## src/rtl/ebk_pkg.sv

```systemverilog
package ebk_pkg;
  typedef enum logic {
    WAIT_SPIN  = 1'b0,
    WAIT_PAUSE = 1'b1
  } wait_mode_e;
endpackage

```

## src/rtl/ebk_level.sv

```systemverilog
// Backoff amount register: power of two, doubled per failure, saturating.
module ebk_level #(
  parameter int LIMIT_LOG2 = 12,
  localparam int LW = LIMIT_LOG2 + 1
) (
  input  logic          clk,
  input  logic          rst_n,
  input  logic          clear_i,
  input  logic          advance_i,
  output logic [LW-1:0] amount_o
);
  localparam logic [LW-1:0] ONE   = LW'(1);
  localparam logic [LW-1:0] LIMIT = ONE << LIMIT_LOG2;

  logic [LW-1:0] amount_q, amount_d;
  logic          amount_en;

  always_comb begin
    amount_en = clear_i | advance_i;
    amount_d  = amount_q;
    if (clear_i) begin
      amount_d = ONE;
    end else if (advance_i && (amount_q != LIMIT)) begin
      amount_d = amount_q << 1;
    end
  end

  always_ff @(posedge clk or negedge rst_n) begin
    if (!rst_n) begin
      amount_q <= ONE;
    end else if (amount_en) begin
      amount_q <= amount_d;
    end
  end

  assign amount_o = amount_q;
endmodule

```

## src/rtl/ebk_spin.sv

```systemverilog
// Internal countdown: busy for load_val cycles, then a one-cycle done.
module ebk_spin #(
  parameter int CW = 20
) (
  input  logic          clk,
  input  logic          rst_n,
  input  logic          load_i,
  input  logic [CW-1:0] load_val_i,
  output logic          busy_o,
  output logic          done_o
);
  localparam logic [CW-1:0] ONE = CW'(1);

  logic [CW-1:0] cnt_q, cnt_d;
  logic          busy_q, busy_d;
  logic          done_q, done_d;
  logic          cnt_en;

  always_comb begin
    cnt_d  = cnt_q;
    busy_d = busy_q;
    done_d = 1'b0;
    if (load_i) begin
      cnt_d  = load_val_i;
      busy_d = 1'b1;
    end else if (busy_q) begin
      if (cnt_q == ONE) begin
        cnt_d  = '0;
        busy_d = 1'b0;
        done_d = 1'b1;
      end else begin
        cnt_d = cnt_q - ONE;
      end
    end
    cnt_en = load_i | busy_q;
  end

  always_ff @(posedge clk or negedge rst_n) begin
    if (!rst_n) begin
      cnt_q <= '0;
    end else if (cnt_en) begin
      cnt_q <= cnt_d;
    end
  end

  always_ff @(posedge clk or negedge rst_n) begin
    if (!rst_n) begin
      busy_q <= 1'b0;
      done_q <= 1'b0;
    end else begin
      busy_q <= busy_d;
      done_q <= done_d;
    end
  end

  assign busy_o = busy_q;
  assign done_o = done_q;
endmodule

```

## src/rtl/ebk_pause.sv

```systemverilog
// Single-request pause issue: one strobe carrying the whole scaled delay.
module ebk_pause #(
  parameter int PW = 20
) (
  input  logic          clk,
  input  logic          rst_n,
  input  logic          load_i,
  input  logic [PW-1:0] load_val_i,
  output logic          valid_o,
  output logic [PW-1:0] value_o
);
  logic [PW-1:0] value_q, value_d;
  logic          valid_q, valid_d;

  always_comb begin
    valid_d = load_i;
    value_d = load_val_i;
  end

  always_ff @(posedge clk or negedge rst_n) begin
    if (!rst_n) begin
      value_q <= '0;
    end else if (load_i) begin
      value_q <= value_d;
    end
  end

  always_ff @(posedge clk or negedge rst_n) begin
    if (!rst_n) begin
      valid_q <= 1'b0;
    end else begin
      valid_q <= valid_d;
    end
  end

  assign valid_o = valid_q;
  assign value_o = value_q;
endmodule

```

## src/rtl/exp_backoff_ctrl.sv

```systemverilog
module exp_backoff_ctrl
  import ebk_pkg::*;
#(
  parameter int LIMIT_LOG2  = 12,
  parameter int SPIN_SHIFT  = 7,
  parameter int PAUSE_SHIFT = 7,
  localparam int LW = LIMIT_LOG2 + 1,
  localparam int CW = LW + SPIN_SHIFT,
  localparam int PW = LW + PAUSE_SHIFT
) (
  input  logic          clk,
  input  logic          rst_n,
  input  logic          start_i,
  input  logic          fail_i,
  input  logic          success_i,
  input  logic          mode_i,
  output logic          busy_o,
  output logic          done_o,
  output logic          pause_valid_o,
  output logic [PW-1:0] pause_value_o
);
  // Reset: asserted asynchronously, released on the clock.
  logic rst_meta_q, rst_sync_q;
  always_ff @(posedge clk or negedge rst_n) begin
    if (!rst_n) begin
      rst_meta_q <= 1'b0;
      rst_sync_q <= 1'b0;
    end else begin
      rst_meta_q <= 1'b1;
      rst_sync_q <= rst_meta_q;
    end
  end

  wait_mode_e    sel_mode;
  logic          spin_busy;
  logic          launch, advance, spin_load, pause_load;
  logic [LW-1:0] amount;
  logic [CW-1:0] spin_val;
  logic [PW-1:0] pause_val;

  always_comb begin
    sel_mode   = wait_mode_e'(mode_i);
    launch     = !success_i && (fail_i || start_i) && !spin_busy;
    advance    = launch && fail_i;
    spin_load  = launch && (sel_mode == WAIT_SPIN);
    pause_load = launch && (sel_mode == WAIT_PAUSE);
    spin_val   = CW'(amount) << SPIN_SHIFT;
    pause_val  = PW'(amount) << PAUSE_SHIFT;
  end

  ebk_level #(.LIMIT_LOG2(LIMIT_LOG2)) u_level (
    .clk      (clk),
    .rst_n    (rst_sync_q),
    .clear_i  (success_i),
    .advance_i(advance),
    .amount_o (amount)
  );

  ebk_spin #(.CW(CW)) u_spin (
    .clk       (clk),
    .rst_n     (rst_sync_q),
    .load_i    (spin_load),
    .load_val_i(spin_val),
    .busy_o    (spin_busy),
    .done_o    (done_o)
  );

  ebk_pause #(.PW(PW)) u_pause (
    .clk       (clk),
    .rst_n     (rst_sync_q),
    .load_i    (pause_load),
    .load_val_i(pause_val),
    .valid_o   (pause_valid_o),
    .value_o   (pause_value_o)
  );

  assign busy_o = spin_busy;
endmodule

```

## config.mk

```make
export PLATFORM = sky130hd
export DESIGN_NAME = exp_backoff_ctrl
export DESIGN_NICKNAME = d
export VERILOG_FILES = /design/src/rtl/ebk_pkg.sv /design/src/rtl/ebk_level.sv /design/src/rtl/ebk_spin.sv /design/src/rtl/ebk_pause.sv /design/src/rtl/exp_backoff_ctrl.sv
export SDC_FILE = /design/constraint.sdc
export NUM_CORES = 1
export LEC_CHECK = 0
export ABC_AREA = 1
export BUFFER_PORTS_ARGS = -buffer_cell sky130_fd_sc_hd__buf_2
export CORE_UTILIZATION = 58
export DETAILED_ROUTE_END_ITERATION = 8
export GPL_TIMING_DRIVEN = 0
export PLACE_DENSITY = 0.76
export SYNTH_ARGS = -nofsm -noshare
export SYNTH_HDL_FRONTEND = slang
export SYNTH_SLANG_ARGS = --single-unit
```

## constraint.sdc

```tcl
create_clock -name clk -period 2.36 [get_ports clk]
set_clock_uncertainty 0.15 [all_clocks]
set_input_delay 0.236 -clock clk [delete_from_list [all_inputs] [get_ports clk]]
set_output_delay 0.236 -clock clk [all_outputs]
set_load 0.05 [all_outputs]
```

# Yosys cells after proc, flatten, opt, wreduce, memory -nomap -nowiden
# Cells that the tools add are included.
# totals
regBits,51
# classes
add_sub_neg,1
n_eq_ne,2
muxes,11
bitwise_logic,3
reduce_logical,13
# op_table
operator,count
$mux 20,3
$mux 13,2
$eq 20x1->1 const B,1
$sub 20x1->20 const B,1
$ne 13x13->1 const B,1
$logic_and 1x1->1,6
$mux 1,6
$reduce_and 2->1,2
$reduce_bool 2->1,2
$logic_not 1->1,2
$or 1x1->1,2
$logic_or 1x1->1,1
$not 1->1,1

# Longest topological paths before layout
# logic_depth
ltp_word,7
mapped_depth,9
mapped_depth_nobuf,9

# Hierarchy
# From an unflattened synthesis, not the netlist that was laid out.
# unflattened
hier_cells,375
area_unflattened_um2,3029.2
# modules_own_cells
mod,instances,cells_each,area_each_um2,seq_area_each_um2
ebk_spin,1,192,1467.7,550.5
ebk_pause,1,86,792.0,525.5
ebk_level,1,84,678.2,326.6
exp_backoff_ctrl,1,13,91.3,50.0

# Worst setup path after synthesis
# Ideal clock, no wire load.
# synth_path
path_kind,flip-flop to flip-flop
startpoint,register u_spin.busy_q (netlist: u_spin.busy_o)
endpoint,register u_pause.value_q[14] (netlist: u_pause.value_o[14])
setup_time_ns,0.119
arrival_time_ns,1.339
required_time_ns,2.091
path_slack_ns,0.752
path_stages_with_launch,7
period_less_slack_ns,1.608
path_cell_list,dfrtp_1 > nor2_4 > nand2_1 > nor2_4 > buf_6 > nand2_1 > o21a_1
# synth_via
elab_chain_len,3
# synth_rtl
item,line,text
start: declaration,ebk_spin.sv:15,"logic busy_q, busy_d;"
start signal: assignment,ebk_spin.sv:51,busy_q <= busy_d;
$logic_not 1->1,exp_backoff_ctrl.sv:43,launch = !success_i && (fail_i || start_i) && !spin_busy;
$logic_and 1x1->1,exp_backoff_ctrl.sv:43,
$logic_and 1x1->1,exp_backoff_ctrl.sv:46,pause_load = launch && (sel_mode == WAIT_PAUSE);
end signal: assignment,ebk_pause.sv:24,value_q <= value_d;
end: declaration,ebk_pause.sv:12,"logic [PW-1:0] value_q, value_d;"
# No other way between the ends.
# A chain may end at the register's enable or synchronous reset.

# Worst setup path after layout
# layout_path
startpoint,register u_spin.cnt_q[0]
endpoint,register u_spin.cnt_q[16]
# layout_via
elab_chain_len,4
word_cells_on_any_way,5
# layout_rtl
item,line,text
start: declaration,ebk_spin.sv:14,"logic [CW-1:0] cnt_q, cnt_d;"
start signal: assignment,ebk_spin.sv:42,cnt_q <= cnt_d;
$sub 20x1->20 / $eq 20x1->1 (equally long branches),"ebk_spin.sv:32, ebk_spin.sv:27",
$mux 20 (*),ebk_spin.sv:27,if (cnt_q == ONE) begin
$mux 20 (*),ebk_spin.sv:26,end else if (busy_q) begin
$mux 20 (*),ebk_spin.sv:23,if (load_i) begin
# Mark *: on every way between the ends. The rest lies on a longest branch, timed or not. The select of a mux whose other input is x is not followed.

==> flow_summary.yaml <==
outcome:
  status: "finished clean"
power_and_ir_drop:
  power_w: 0.001646
  seqPwrFrac_pct: 54.5
  p_switching_w: 0.0004065
  comb_power_share_pct: 7.5
  power_leakage_nw: 1.497
  switching_share_pct: 24.70
  power_density_nw_per_um2: 539.6
  intPower_w: 0.001240
  peakVddDrop_mv: 0.3926
  p_clk_share_pct: 37.9
logic_synthesis:
  synth-seq-cells: 51
  ys_seq_area_share_pct: 47.14
  synth_most_common_cell: "nand2_1"
  yosys_warnings: 0
  ys_async_sr_fraction_pct: 100.0
  syn_area_per_cell_um2: 8.114
  synth_edf_count: 0
  netlist_instances: 334
  ys_types: 30
  syn_area_um2: 2710
  synth-main-ff-cell: "dfrtp_1"
  synth_common_cells: "74 x nand2_1, 52 x inv_1, 50 x dfrtp_1"
  ys_top_cells_by_area: "dfrtp_1 46%, nand2_1 10%, inv_1 7.2%"
  synth_top_cell_area_share_pct: 46.17
  synth_top_cell_by_area: "dfrtp_1"
cts:
  path_clk_slew_ps: 100
  root_buffer: "clkbuf_8"
  insertion_delay_ps: 310
  cts.sink_count: 51
  ctsLongestPathBuffers: 2
  cts_tree: "yes"
  htree_levels: 2
  cts_buffers: 5
  cts_resized: 0
floorplan:
  die_h_um: 70.36
  row_count: 24
  initial_core_util_pct: 61.39
  die_x_um: 70.36
  design.core.area_um2: 4414
  top_level_ports: 29
  die_area_um2: 4950
global_routing:
  track_usage_pct: 23.76
  grt_first_pass_wirelength_um: 9156
  grt_max_degree: 34
  antenna_found_initial: 0
  grt_overflow_total: 0
  grt_pass1_vias: 1919
finish:
  multi_input_area_um2: 1146
  diodes: 0
  nFillCells: 374
  area_delta_synth_final_pct: 12.56
  instances_no_fill: 423
  regArea_um2: 1279
  design_area_um2: 3050
  layout-drive-gt1-share_pct: 16.17
  nets: 378
critical_path:
  crit_type: "flop to flop"
  reg2regPathDepth: 7
  endpoint_kind: "flop"
  crit_arrival_ps: 1810
  crit_path_max_fanout: 4
  worst_setup_path_start_kind: "flop"
  required_ps: 2450
  reg2reg_from: "u_spin.cnt_q[0]$_DFFE_PN0P_"
  reg2reg_slack_ps: 640
  reg2reg_to: "u_spin.cnt_q[16]$_DFFE_PN0P_"
route:
  wl_per_cell_um: 13.14
  drt_pass1_iterations: 5
  ant_nets: 0
  drc: 0
  wl_um: 5558
  dr.first_iter.drc_count: 204
  dr_total_vias: 2211
  via_per_inst: 5.227
placement:
  place_area_um2: 2924
  io_buffers: 21
  dp_hpwl_um: 4054
  place.gp.congestion: 0.8795
  dpl.cell_count: 414
timing:
  period_share_pct: 73.00
  rsz0062_at_grt: "false"
  finalCriticalPeriod_ps: 1723
  tns_ps: 0
  finalMaxSlewViolations: 0
  hold_violations: 0
  max_freq_mhz: 580.4
  finalSetupViolations: 0
worst_hold_path:
  min_path_type: "flop to async pin"
flow_run:
  drv_cap: 0
==> logic make-up after synthesis <==
| logic type | after synthesis | share of synthesized area (%) |
|---|---|---|
| XOR/XNOR | 10 | 3.232 |
| flip-flops | 51 | 47.14 |
| adder cells (fa/ha/maj) | 2 | 0.9232 |
| AND/OR/NAND/NOR | 158 | 26.73 |
| buffers and inverters | 67 | 11.40 |
| other | 2 | 0.2771 |
| AO/OA/AOI/OAI | 44 | 10.30 |
==> power groups by stage <==
stage	clock network (W)	logic, W	registers, W
after floorplan	0	0.0000476	0.000962
after global placement	0	0.000108	0.000926
after detailed placement	0	0.000124	0.000915
after CTS	0.000641	0.000125	0.000898
after global routing	0.000673	0.000131	0.000901
final	0.000625	0.000124	0.000897
==> cell type report <==
class / count / area share, %
plain buffers: 13 / 3.486
clock inverters: 3 / 1.559
inverters: 54 / 6.645
flip-flops and latches: 51 / 41.92
multi-input cells: 222 / 37.57
well taps: 52 / 2.133
clock buffers: 5 / 2.256
repair buffers: 23 / 4.430
==> critical path: stages (launching register included) <==
cell and delay [ps]:
dfrtp_1 400, inv_1 130, ha_1 240, nand2_1 140, nor2_2 250, nand2_1 100, xor2_1 140, o21ai_1 110
==> state kept, by name (all words and copies together), names as in the netlist <==
| name | cells |
|---|---|
| u_spin.cnt_q | 20 |
| u_level.amount_o | 13 |
| u_pause.value_o | 13 |
| rst_meta_q | 1 |
| rst_sync_q | 1 |
| u_pause.valid_o | 1 |
| u_spin.busy_o | 1 |
| u_spin.done_o | 1 |
==> worst max-delay path by stage <==
stage	slack (ps)	end	cells past startpoint	start
2_1_floorplan	690	u_level.amount_o[10]$_DFFE_PN0P_	0	rst_sync_q$_DFF_PN0_
3_3_place_gp	80	u_pause.valid_o$_DFF_PN0_	0	rst_sync_q$_DFF_PN0_
3_5_place_dp	690	u_spin.cnt_q[16]$_DFFE_PN0P_	7	u_spin.cnt_q[0]$_DFFE_PN0P_
4_1_cts	650	u_spin.cnt_q[16]$_DFFE_PN0P_	7	u_spin.cnt_q[0]$_DFFE_PN0P_
5_1_grt	500	u_spin.cnt_q[12]$_DFFE_PN0P_	9	u_spin.cnt_q[0]$_DFFE_PN0P_
6_report	640	u_spin.cnt_q[16]$_DFFE_PN0P_	7	u_spin.cnt_q[0]$_DFFE_PN0P_
==> through the flow <==
step                      hold slack, ps  utilization, %  setup slack (ps)
final                              34.01           69.10             637.1
after global routing               66.82           69.10             499.4
after CTS                          57.79           69.10             649.8
after detailed placement          -126.3           66.24             690.4
after global placement            -128.2           65.76             79.04
after floorplan                   -209.6               -             687.0
==> layout by cell type (no fill, tap or decap), types with 2 or more instances in the layout <==
cell type  synthesis  layout
buf_2              1      22
buf_4              9       9
nand4_1            4       4
dfrtp_1           50      49
o21ai_0            6       6
nand3_1           33      33
o22ai_1           17      17
nand2_4            2       2
inv_1             52      52
nand2_2            2       2
o21a_1            13      13
o21bai_1           2       2
conb_1             2       8
o21ai_1            4       4
nor3_1             2       2
clkbuf_8           0       5
buf_6              3       3
xor2_1             9       9
nor2_4             3       3
nor2_1            30      30
ha_1               2       2
nor2_2             5       5
a21oi_1            2       2
nand2_1           74      74
==> layer usage <==
metal | vias to the layer above | wire length, µm | global-route usage, % | share of wire, %
met1 | 1016 | 2681 | 33.68 | 48
li1 | 1123 | - | - | -
met3 | 4 | 341 | 5.772 | 6.1
met4 | 0 | 59 | 7.333 | 1.1
met5 | - | 0 | 0 | 0
met2 | 68 | 2475 | 35.98 | 45
==> repair_timing <==
item,4_1_cts,5_1_grt
endpoints found under the setup margin,0,0
hold endpoints to repair,2,0
hold buffers,1,0
buffers inserted,0,0
Note: power is estimated with default switching activity, not from simulation.
